==> config.mk <==
export PLATFORM = sky130hd
export DESIGN_NAME = ioctl_cmd_decoder
export DESIGN_NICKNAME = d
export VERILOG_FILES = /design/src/rtl/ioctl_pkg.sv /design/src/rtl/ioctl_addr_match.sv /design/src/rtl/ioctl_chan_ctl.sv /design/src/rtl/ioctl_read_mux.sv /design/src/rtl/ioctl_cmd_decoder.sv
export SDC_FILE = /design/constraint.sdc
export NUM_CORES = 1
export LEC_CHECK = 0
export BUFFER_PORTS_ARGS = -buffer_cell sky130_fd_sc_hd__buf_4
export CORE_UTILIZATION = 41
export DETAILED_ROUTE_END_ITERATION = 16
export GPL_TIMING_DRIVEN = 0
export MAX_ROUTING_LAYER = met4
export PLACE_DENSITY = 0.76
export SYNTH_ARGS = -nofsm -noshare
export SYNTH_HDL_FRONTEND = slang
export SYNTH_SLANG_ARGS = --single-unit
export TNS_END_PERCENT = 5
==> constraint.sdc <==
create_clock -name clk -period 1.8 [get_ports clk]
set_input_delay 0.36 -clock clk [delete_from_list [all_inputs] [get_ports clk]]
set_output_delay 0.36 -clock clk [all_outputs]
set_load 0.02 [all_outputs]
==> src/rtl/ioctl_pkg.sv <==
// Shared constants and types for the host I/O command decoder.
// Assumes the fixed 8-bit device field layout: unit id in 7:4, channel in 3:1,
// function in bit 0, and a 16-bit command word.
package ioctl_pkg;
    localparam int DEV_W     = 8;
    localparam int WORD_W    = 16;
    localparam int CH_BITS   = 3;
    localparam int NCH       = 1 << CH_BITS;
    localparam int CTL_W     = 3;
    localparam int FIELD_W   = 8;

    // Command word bit positions; the channel firmware decodes these.
    localparam int B_RESET   = 8;
    localparam int B_BRANCH  = 9;
    localparam int B_MODE    = 10;
    localparam int B_CTL_LO  = 11;
    localparam int B_CHAR    = 14;
    localparam int B_DMA_OFF = 15;

    typedef struct packed {
        logic               hit;
        logic               is_ctl;
        logic [CH_BITS-1:0] chan;
    } dev_sel_t;
endpackage

==> src/rtl/ioctl_addr_match.sv <==
// Combinational decode of the device field.
// hit: unit id is 2'b11 followed by the strapped pair.
// Assumes the caller qualifies the result with a strobe.
module ioctl_addr_match
    import ioctl_pkg::*;
(
    input  logic [DEV_W-1:0] dev,
    input  logic [1:0]       strap,
    output dev_sel_t         sel
);
    // Split the field into match, channel and function.
    always_comb begin
        sel.hit    = (dev[7:6] == 2'b11) && (dev[5:4] == strap);
        sel.chan   = dev[CH_BITS:1];
        sel.is_ctl = dev[0];
    end
endmodule

==> src/rtl/ioctl_chan_ctl.sv <==
// Per-channel command executor. It turns one accepted command write into
// registered pulses, and keeps the latched control bits and the sticky error.
// Assumes ctl_wr and dat_wr are already gated by address, channel and strobe rules.
module ioctl_chan_ctl
    import ioctl_pkg::*;
(
    input  logic             clk,
    input  logic             rst_n,
    input  logic             ctl_wr,
    input  logic             dat_wr,
    input  logic             do_reset,
    input  logic             do_branch,
    input  logic             do_mode,
    input  logic             do_char,
    input  logic [CTL_W-1:0] ctl_val,
    input  logic             idle,
    output logic             reset_p,
    output logic             branch_p,
    output logic             mode_p,
    output logic             char_p,
    output logic             pio_wr_p,
    output logic [CTL_W-1:0] ctl_q,
    output logic             err_q
);
    logic br_ok;
    logic br_refused;

    // Split a branch request into honoured and refused by firmware idle.
    always_comb begin
        br_ok      = ctl_wr && do_branch && idle;
        br_refused = ctl_wr && do_branch && !idle;
    end

    // Single-cycle strobes for this channel.
    always_ff @(posedge clk) begin
        if (!rst_n) begin
            reset_p  <= 1'b0;
            branch_p <= 1'b0;
            mode_p   <= 1'b0;
            char_p   <= 1'b0;
            pio_wr_p <= 1'b0;
        end else begin
            reset_p  <= ctl_wr && do_reset;
            branch_p <= br_ok;
            mode_p   <= ctl_wr && do_mode;
            char_p   <= ctl_wr && do_char;
            pio_wr_p <= dat_wr;
        end
    end

    // Control bits captured only on an honoured branch.
    always_ff @(posedge clk) begin
        if (!rst_n)     ctl_q <= '0;
        else if (br_ok) ctl_q <= ctl_val;
    end

    // Sticky error: a refusal sets it and wins over a reset in the same word.
    always_ff @(posedge clk) begin
        if (!rst_n)                       err_q <= 1'b0;
        else if (br_refused)              err_q <= 1'b1;
        else if (ctl_wr && do_reset)      err_q <= 1'b0;
    end
endmodule

==> src/rtl/ioctl_read_mux.sv <==
// Read path: selects the status byte (control read) or the program data byte
// (data read) of the chosen channel and registers it with a valid pulse.
// Assumes rd_go is already qualified by address, channel and strobe rules.
module ioctl_read_mux
    import ioctl_pkg::*;
#(
    parameter int STAT_W = 8
) (
    input  logic                  clk,
    input  logic                  rst_n,
    input  logic                  rd_go,
    input  logic                  is_ctl,
    input  logic [CH_BITS-1:0]    chan,
    input  logic [NCH*STAT_W-1:0] status,
    input  logic [NCH*STAT_W-1:0] pio,
    output logic                  rd_valid,
    output logic [STAT_W-1:0]     rd_data,
    output logic [NCH-1:0]        pio_rd
);
    logic [STAT_W-1:0] stat_pick;
    logic [STAT_W-1:0] pio_pick;

    // Pick the addressed channel's bytes.
    always_comb begin
        stat_pick = '0;
        pio_pick  = '0;
        for (int i = 0; i < NCH; i++) begin
            if (chan == CH_BITS'(i)) begin
                stat_pick = status[i*STAT_W +: STAT_W];
                pio_pick  = pio[i*STAT_W +: STAT_W];
            end
        end
    end

    // Register the response and the data-read strobe.
    always_ff @(posedge clk) begin
        if (!rst_n) begin
            rd_valid <= 1'b0;
            rd_data  <= '0;
            pio_rd   <= '0;
        end else begin
            rd_valid <= rd_go;
            pio_rd   <= (rd_go && !is_ctl) ? (NCH'(1) << chan) : '0;
            if (rd_go) rd_data <= is_ctl ? stat_pick : pio_pick;
        end
    end
endmodule

==> src/rtl/ioctl_cmd_decoder.sv <==
// Top of the host I/O address and command decoder. It qualifies host strobes
// against the unit address, fans accepted writes out to per-channel executors,
// and routes reads. Assumes host_wr/host_rd are single-cycle strobes sampled on clk.
module ioctl_cmd_decoder
    import ioctl_pkg::*;
#(
    parameter int STAT_W = 8
) (
    input  logic                  clk,
    input  logic                  rst_n,
    input  logic [1:0]            addr_strap,
    input  logic [DEV_W-1:0]      host_dev,
    input  logic [WORD_W-1:0]     host_word,
    input  logic                  host_wr,
    input  logic                  host_rd,
    input  logic [NCH-1:0]        chan_idle,
    input  logic [NCH*STAT_W-1:0] chan_status,
    input  logic [NCH*STAT_W-1:0] chan_pio,
    output logic [NCH-1:0]        cmd_reset,
    output logic [NCH-1:0]        cmd_branch,
    output logic [NCH-1:0]        cmd_mode_ld,
    output logic [NCH-1:0]        cmd_char_ld,
    output logic [FIELD_W-1:0]    cmd_field,
    output logic                  cmd_dma_off,
    output logic [NCH*CTL_W-1:0]  ctl_bits,
    output logic [NCH-1:0]        br_err,
    output logic [NCH-1:0]        pio_wr,
    output logic [NCH-1:0]        pio_rd,
    output logic [WORD_W-1:0]     pio_wdata,
    output logic                  rd_valid,
    output logic [STAT_W-1:0]     rd_data
);
    dev_sel_t       sel;
    logic           go;
    logic           ctl_wr;
    logic           dat_wr;
    logic           rd_go;
    logic [NCH-1:0] ch_hit;

    ioctl_addr_match u_match (
        .dev   (host_dev),
        .strap (addr_strap),
        .sel   (sel)
    );

    // Accept exactly one strobe, a matching unit and a non-zero channel.
    always_comb begin
        go     = (host_wr ^ host_rd) && sel.hit && (sel.chan != '0);
        ctl_wr = go && host_wr && sel.is_ctl;
        dat_wr = go && host_wr && !sel.is_ctl;
        rd_go  = go && host_rd;
        ch_hit = NCH'(1) << sel.chan;
    end

    // Shared command fields and data word presented with the strobes.
    always_ff @(posedge clk) begin
        if (!rst_n) begin
            cmd_field   <= '0;
            cmd_dma_off <= 1'b0;
            pio_wdata   <= '0;
        end else begin
            if (ctl_wr) begin
                cmd_field   <= host_word[FIELD_W-1:0];
                cmd_dma_off <= host_word[B_DMA_OFF];
            end
            if (dat_wr) pio_wdata <= host_word;
        end
    end

    for (genvar g = 0; g < NCH; g++) begin : g_chan
        ioctl_chan_ctl u_chan (
            .clk       (clk),
            .rst_n     (rst_n),
            .ctl_wr    (ctl_wr && ch_hit[g]),
            .dat_wr    (dat_wr && ch_hit[g]),
            .do_reset  (host_word[B_RESET]),
            .do_branch (host_word[B_BRANCH]),
            .do_mode   (host_word[B_MODE]),
            .do_char   (host_word[B_CHAR]),
            .ctl_val   (host_word[B_CTL_LO +: CTL_W]),
            .idle      (chan_idle[g]),
            .reset_p   (cmd_reset[g]),
            .branch_p  (cmd_branch[g]),
            .mode_p    (cmd_mode_ld[g]),
            .char_p    (cmd_char_ld[g]),
            .pio_wr_p  (pio_wr[g]),
            .ctl_q     (ctl_bits[g*CTL_W +: CTL_W]),
            .err_q     (br_err[g])
        );
    end

    ioctl_read_mux #(.STAT_W(STAT_W)) u_rd (
        .clk      (clk),
        .rst_n    (rst_n),
        .rd_go    (rd_go),
        .is_ctl   (sel.is_ctl),
        .chan     (sel.chan),
        .status   (chan_status),
        .pio      (chan_pio),
        .rd_valid (rd_valid),
        .rd_data  (rd_data),
        .pio_rd   (pio_rd)
    );
endmodule

==> reports/metrics.cfg, run 1 <==
[power_and_ir_drop]
power_w = 0.00647
ir_drop_mv = 0.641
power.leakage_nw = 4.04
power.density_mw_per_mm2 = 779

[drt]
firstDrtPassIters = 5
wl_per_cell_um = 17.7
routed_wl_mm = 19.7
route.met3.wl_mm = 1.41
vias_per_cell = 5.22
maxUsedRoutingLayer = met4
drc_errors = 0
met1_length_mm = 8.10
wl_met2_mm = 9.32
vias = 5807
drt-initial-drc-count = 439
ant_nets = 0

[global_route]
grt_usage = 0.294
grt_pass1_wl_mm = 28.5
grt_pass1_vias = 5304
grt_start_max_net_pins = 17
overflow = 0
grt_antenna_before_repair = 0

[floorplan]
core-area_mm2 = 0.0128
die_x_um = 117
fp-row-count = 41
dieHeight_um = 117
ios = 280
initial_utilization = 0.424
dieArea_mm2 = 0.0137

[sta]
hold_viol = 0
rsz0062_at_grt = yes
setup_ws_ns = -0.0139
slew_headroom = 0.577
setup_violations = 1
fin_crit_sh = 1.01
finalSetupTns_ns = -0.0139
min_period_ns = 1.81
fmax_ghz = 0.551
drv_slew = 0
finalClockSkew_ns = 0
worst_pin_slew_ns = 0.635

[synthesis]
synthAdderAreaFrac = 0
synthCells = 633
syn_avg_cell_area_um2 = 8.56
synthSimpleGateAreaFrac = 0.192
synth_xor_area_frac = 0.00485
yosysWarnings = 0
synth-seq-cells = 114
ys_types = 52
synth_top_family_by_area = simple AND/OR/NAND/NOR gates
yosysSeqAreaShare = 0.421
synth-edff-count = 0
netlist_area_mm2 = 0.00542
synthArstFlopShare = 0
muxShareOfSynthArea = 0.116
synth-compound-area-share = 0.152
ys.flop_type = dfxtp_1

[worst_setup_path]
crit_chain = buf_2, clkbuf_1, nand3_2, clkbuf_2, o2111ai_1, a31oi_1
critical_path.slowest_cell = clkbuf_1
end_kind = flop
cp_max_fo = 10
crit_required_ns = 2.08
crit_type = input pin to flop
cp_slowest_stage_delay_ns = 0.49
worst_setup_path_start_kind = input pin
crit_arrival_ns = 2.10

[place]
place_ws_ns = -0.599
place_inst = 1081
gp_congestion = 0.955
place_area_mm2 = 0.00769
dpl.hpwl_mm = 15.1
io_buffer_count = 271

[cells_and_area]
fin_nets = 1094
antenna_cells = 0
drive_above_1_share = 0.427
area_growth_pct = 53.2
fin_area_mm2 = 0.00831
final_cells = 1113

[clock_tree]
clock_sinks = 114
numCtsBuffers = 17
cts_tree = done
cts_hold_buf = 0
worstSkewPairLatency_ns = 0.41
cts.clk_slew.worst_paths_ns = 0.05
cts-htree-levels = 4
cts_setup_buffers = 0
cts_buffer_depth = 2
root_buffer = clkbuf_16

[outcome]
violations = negative setup slack
outcome = finished, violations left

[job]
drv_cap = 0

[worst_hold_path]
hold_path_class = input pin to flop

## area by class of cell
class | count | area (um^2)
multi-input combinational | 418 | 2570
sequential | 114 | 2280
clock buffer | 19 | 443
timing repair buffer | 271 | 2030
clock inverter | 13 | 111
buffer | 98 | 616
inverter | 8 | 31.3
tap | 172 | 215
fill | 1045 | 4470
## per-layer routing
metal | global-route usage | up-vias
li1 | - | 2745
met1 | 0.366 | 2686
met2 | 0.456 | 318
met3 | 0.0613 | 58
met4 | 0.136 | 0
met5 | - | -
## Yosys cell counts (4+ instances only)
master | n | area, um^2
nand2_1 | 62 | 233
buf_4 | 51 | 383
mux2_2 | 5 | 56.3
nor2b_1 | 5 | 31.3
mux2i_1 | 46 | 460
dfxtp_1 | 114 | 2280
mux4_2 | 5 | 113
nand2b_1 | 13 | 81.3
o21ai_0 | 42 | 210
a22oi_1 | 4 | 30.0
o221ai_1 | 5 | 43.8
nor2_1 | 92 | 345
a21o_1 | 4 | 30.0
nor3b_1 | 4 | 30.0
a22o_1 | 5 | 43.8
nand4_1 | 8 | 50.1
o32ai_1 | 8 | 70.1
inv_1 | 6 | 22.5
and2_1 | 5 | 31.3
a21oi_1 | 26 | 130
nand3_1 | 9 | 45.0
a31oi_1 | 6 | 37.5
clkbuf_1 | 28 | 105
o22ai_1 | 8 | 50.1
nor3_1 | 6 | 30.0
and3_1 | 6 | 37.5
buf_2 | 16 | 80.1
## repair_timing
item	4_1_cts	5_1_grt
pin swaps	0	2
hold endpoints to repair	0	0
gates resized for setup	13	16
setup endpoints to repair	19	20
## flip-flops by register name, summed over array words and instances (netlist names)
| signal | flops |
|---|---|
| u_rd.pio_rd | 8 |
| u_rd.rd_valid | 1 |
| g_chan.u_chan.err_q | 8 |
| g_chan.u_chan.char_p | 8 |
| g_chan.u_chan.branch_p | 8 |
| cmd_dma_off | 1 |
| g_chan.u_chan.mode_p | 8 |
| g_chan.u_chan.reset_p | 8 |
| pio_wdata | 16 |
| u_rd.rd_data | 8 |
| cmd_field | 8 |
| g_chan.u_chan.ctl_q | 24 |
| g_chan.u_chan.pio_wr_p | 8 |
## layout by cell type (no fill, tap or decap), drive strengths merged, types with 7 or more instances in the layout
master | netlist | routed
clkinv | 2 | 9
nor2 | 92 | 92
nor3 | 8 | 8
nand4 | 9 | 9
a21oi | 26 | 26
nand2b | 13 | 13
nand2 | 62 | 62
inv | 6 | 7
dfxtp | 114 | 114
buf | 70 | 338
o21ai | 42 | 42
clkbuf | 28 | 50
o22ai | 8 | 8
mux2i | 46 | 46
nand3 | 10 | 10
o32ai | 8 | 8
## worst max-delay path: cells and delay by family
family	cells	cell delay [ns]
AND/OR/NAND/NOR	1	0.33
AO/OA/AOI/OAI	2	0.41
buffers and inverters	3	0.98
## final timing paths
kind	startpoint	end	slack (ns)	depth (start not counted)
worst max-delay path	host_dev[3]	u_rd.rd_data[1]	-0.01	6
worst min-delay path	chan_idle[6]	g_chan[6].u_chan.err_q	0.18	2
worst max register to register	u_rd.rd_data[5]	u_rd.rd_data[5]	1.13	2
worst min register to register	cmd_field[1]	cmd_field[1]	0.46	2
## power breakdown
| group | internal, W | switching (W) | total, W |
|---|---|---|---|
| registers | 0.00254 | 0.00000447 | 0.00254 |
| clock network | 0.00192 | 0.00117 | 0.00309 |
| logic | 0.000415 | 0.000417 | 0.000832 |
## cell families after synthesis
family	Yosys count
compound gates	129
xor+xnor	3
buf+inv	106
flops	114
mux	56
other cells	1
simple gates	224
## stage by stage
| step | hold slack (ns) | utilization |
|---|---|---|
| floorplan | 0.431 | - |
| global placement | 0.443 | 0.602 |
| detailed placement | 0.448 | 0.602 |
| CTS | 0.174 | 0.648 |
| global route | 0.172 | 0.650 |
| finish | 0.184 | 0.650 |
No activity file was read; power rests on OpenSTA's default activity.
==> run 2: changes to the inputs <==
PLACE_DENSITY = 0.83   (was 0.76)
TNS_END_PERCENT = 50   (was 5)
==> run 2 against run 1 <==
Effect of this change:
- the run now ends clean
- setup slack improved by 0.063 ns
- sequential cell count unchanged
- largest cell class unchanged
- critical path type unchanged
- critical path depth up 2
- sequential power is essentially flat
- clock skew is the same
- die area unchanged
- highest routed layer unchanged
==> reports/metrics.cfg, run 2 (same netlist as run 1, synthesis figures left out) <==
[global_route]
grt_pass1_wl_mm = 29.3  ; was 28.5 mm
overflow = 0  ; unchanged
grt_start_max_net_pins = 17  ; unchanged
grt_util_met3 = 0.0695  ; was 0.0613
grt_use_met2 = 0.480  ; was 0.456
top_usage_layer = met2  ; unchanged
grt_use_met1 = 0.366  ; about the same
grt_usage = 0.300  ; was 0.294
grt_antenna_before_repair = 0  ; unchanged
grt_pass1_vias = 5406  ; was 5304

[floorplan]
die_x_um = 117  ; unchanged
core-area_mm2 = 0.0128  ; unchanged
dieArea_mm2 = 0.0137  ; unchanged
fp-row-count = 41  ; unchanged
initial_utilization = 0.424  ; unchanged
dieHeight_um = 117  ; unchanged
ios = 280  ; unchanged

[drt]
drt-initial-drc-count = 499  ; was 439
ant_nets = 0  ; unchanged
vias_per_cell = 5.25  ; was 5.22
drc_errors = 0  ; unchanged
firstDrtPassIters = 6  ; was 5
vias = 5835  ; was 5807
wl_per_cell_um = 18.1  ; was 17.7 um
routed_wl_mm = 20.1  ; was 19.7 mm

[worst_setup_path]
end_kind = flop  ; unchanged
reg2reg_to = g_chan[1].u_chan.ctl_q[2]  ; was u_rd.rd_data[5]
r2r_cells = 2  ; unchanged
crit_type = input pin to flop  ; unchanged
reg2reg_from = g_chan[1].u_chan.ctl_q[2]  ; was u_rd.rd_data[5]
crit_start = host_dev[2]  ; was host_dev[3]
crit_required_ns = 2.09  ; was 2.08 ns
rrSetupSlack_ns = 1.12  ; was 1.13 ns
crit_arrival_ns = 2.04  ; was 2.10 ns
cp_max_fo = 10  ; unchanged
worst_setup_path_start_kind = input pin  ; unchanged

[clock_tree]
clock_sinks = 114  ; unchanged
cts_hold_buf = 0  ; unchanged
cts-htree-levels = 4  ; unchanged
numCtsBuffers = 17  ; unchanged
cts_setup_buffers = 0  ; unchanged
root_buffer = clkbuf_16  ; unchanged
cts.clk_slew.worst_paths_ns = 0.06  ; was 0.05 ns
cts_tree = done  ; unchanged
worstSkewPairLatency_ns = 0.40  ; was 0.41 ns
cts_buffer_depth = 2  ; unchanged

[cells_and_area]
top_regs = g_chan.u_chan.ctl_q (24), pio_wdata (16)  ; unchanged
largest_reg_flops = 24  ; unchanged
antenna_cells = 0  ; unchanged
drive_above_1_share = 0.429  ; was 0.427
final_cells = 1112  ; was 1113
mostFrequentLayoutCell = buf_4  ; unchanged
area_growth_pct = 54.2  ; was 53.2%
fin_nets = 1093  ; was 1094
top_register = g_chan.u_chan.ctl_q  ; unchanged
final_cell_mix = 324 x buf_4, 114 x dfxtp_1, 91 x nor2_1  ; was 323 x buf_4, 114 x dfxtp_1, 92 x nor2_1
fin_area_mm2 = 0.00836  ; was 0.00831 mm^2

[sta]
hold_viol = 0  ; unchanged
slew_headroom = 0.546  ; was 0.577
setup_violations = 0  ; was 1
min_period_ns = 1.75  ; was 1.81 ns
fmax_ghz = 0.571  ; was 0.551 GHz
rsz0062_at_grt = yes  ; unchanged
worst_pin_slew_ns = 0.679  ; was 0.635 ns
holdWs_ns = 0.173  ; was 0.184 ns
finalClockSkew_ns = 0  ; unchanged
drv_slew = 0  ; unchanged
fin_crit_sh = 0.973  ; was 1.01

[place]
place_area_mm2 = 0.00769  ; unchanged
gp_congestion = 0.968  ; was 0.955
dpl.hpwl_mm = 15.2  ; was 15.1 mm
place_inst = 1081  ; unchanged
io_buffer_count = 271  ; unchanged

[worst_hold_path]
hold_path_class = input pin to flop  ; unchanged
min_to = g_chan[7].u_chan.err_q  ; was g_chan[6].u_chan.err_q
hold_path_depth = 2  ; unchanged
min-delay-start = chan_idle[7]  ; was chan_idle[6]

[power_and_ir_drop]
ir_drop_mv = 0.762  ; was 0.641 mV
power_w = 0.00677  ; was 0.00647 W
power.leakage_nw = 4.06  ; was 4.04 nW
power.density_mw_per_mm2 = 811  ; was 779 mW/mm^2

[outcome]
outcome = finished, final reports clean  ; was finished, violations left

[job]
drv_cap = 0  ; unchanged

[run 2: metrics by stage]
stage | worst slack [ns] | TNS (ns) | util
detailed placement | -0.673 | -34.30 | 0.602
finish | 0.0488 | 0 | 0.654
global route | -0.0291 | -0.0770 | 0.654
global placement | -0.610 | -31.54 | 0.602
floorplan | 0.0164 | 0 | -
CTS | 0.00568 | 0 | 0.651
[run 2: final cells by class]
cell class,count,area (um^2)
fillers,1073,4420
inverters,8,31.3
plain buffers,97,613
well taps,172,215
repair buffers,271,2030
flip-flops and latches,114,2280
clock buffers,19,443
clock inverters,13,161
multi-input cells,418,2570
[run 2: per-layer routing]
| layer | vias up | share of wire | wire length [um] |
|---|---|---|---|
| met5 | - | 0 | 0 |
| met4 | 0 | 0.027 | 542 |
| met3 | 38 | 0.094 | 1890 |
| met2 | 355 | 0.48 | 9610 |
| met1 | 2701 | 0.40 | 8110 |
| li1 | 2741 | - | - |
[run 2: how the worst max path moves through the flow]
stage               cells after the start  slack, ns                   endpoint
global placement                        6      -0.61            u_rd.rd_data[3]
floorplan                               6       0.02     g_chan[6].u_chan.err_q
global route                            8      -0.03  g_chan[3].u_chan.pio_wr_p
detailed placement                      6      -0.67            u_rd.rd_data[3]
CTS                                     7      0.006            u_rd.rd_data[3]
finish                                  8       0.05            u_rd.rd_data[2]
[run 2: timing repair]
item                       in CTS  in global routing
pin swaps                       0                  2
setup endpoints to repair      26                 27
resized for setup              13                 16
[run 2: critical path, stage by stage]
cell	delay (ns)
buf_4	0.13
buf_2	0.17
clkbuf_2	0.21
buf_2	0.24
a2111oi_1	0.57
a21oi_1	0.10
a21oi_1	0.16
o32ai_1	0.09
[run 2: power breakdown]
group          switching, W  total [W]  internal, W
Combinational      0.000422   0.000839     0.000417
Clock               0.00118    0.00339      0.00221
Sequential       0.00000487    0.00254      0.00254
Total               0.00161    0.00677      0.00516
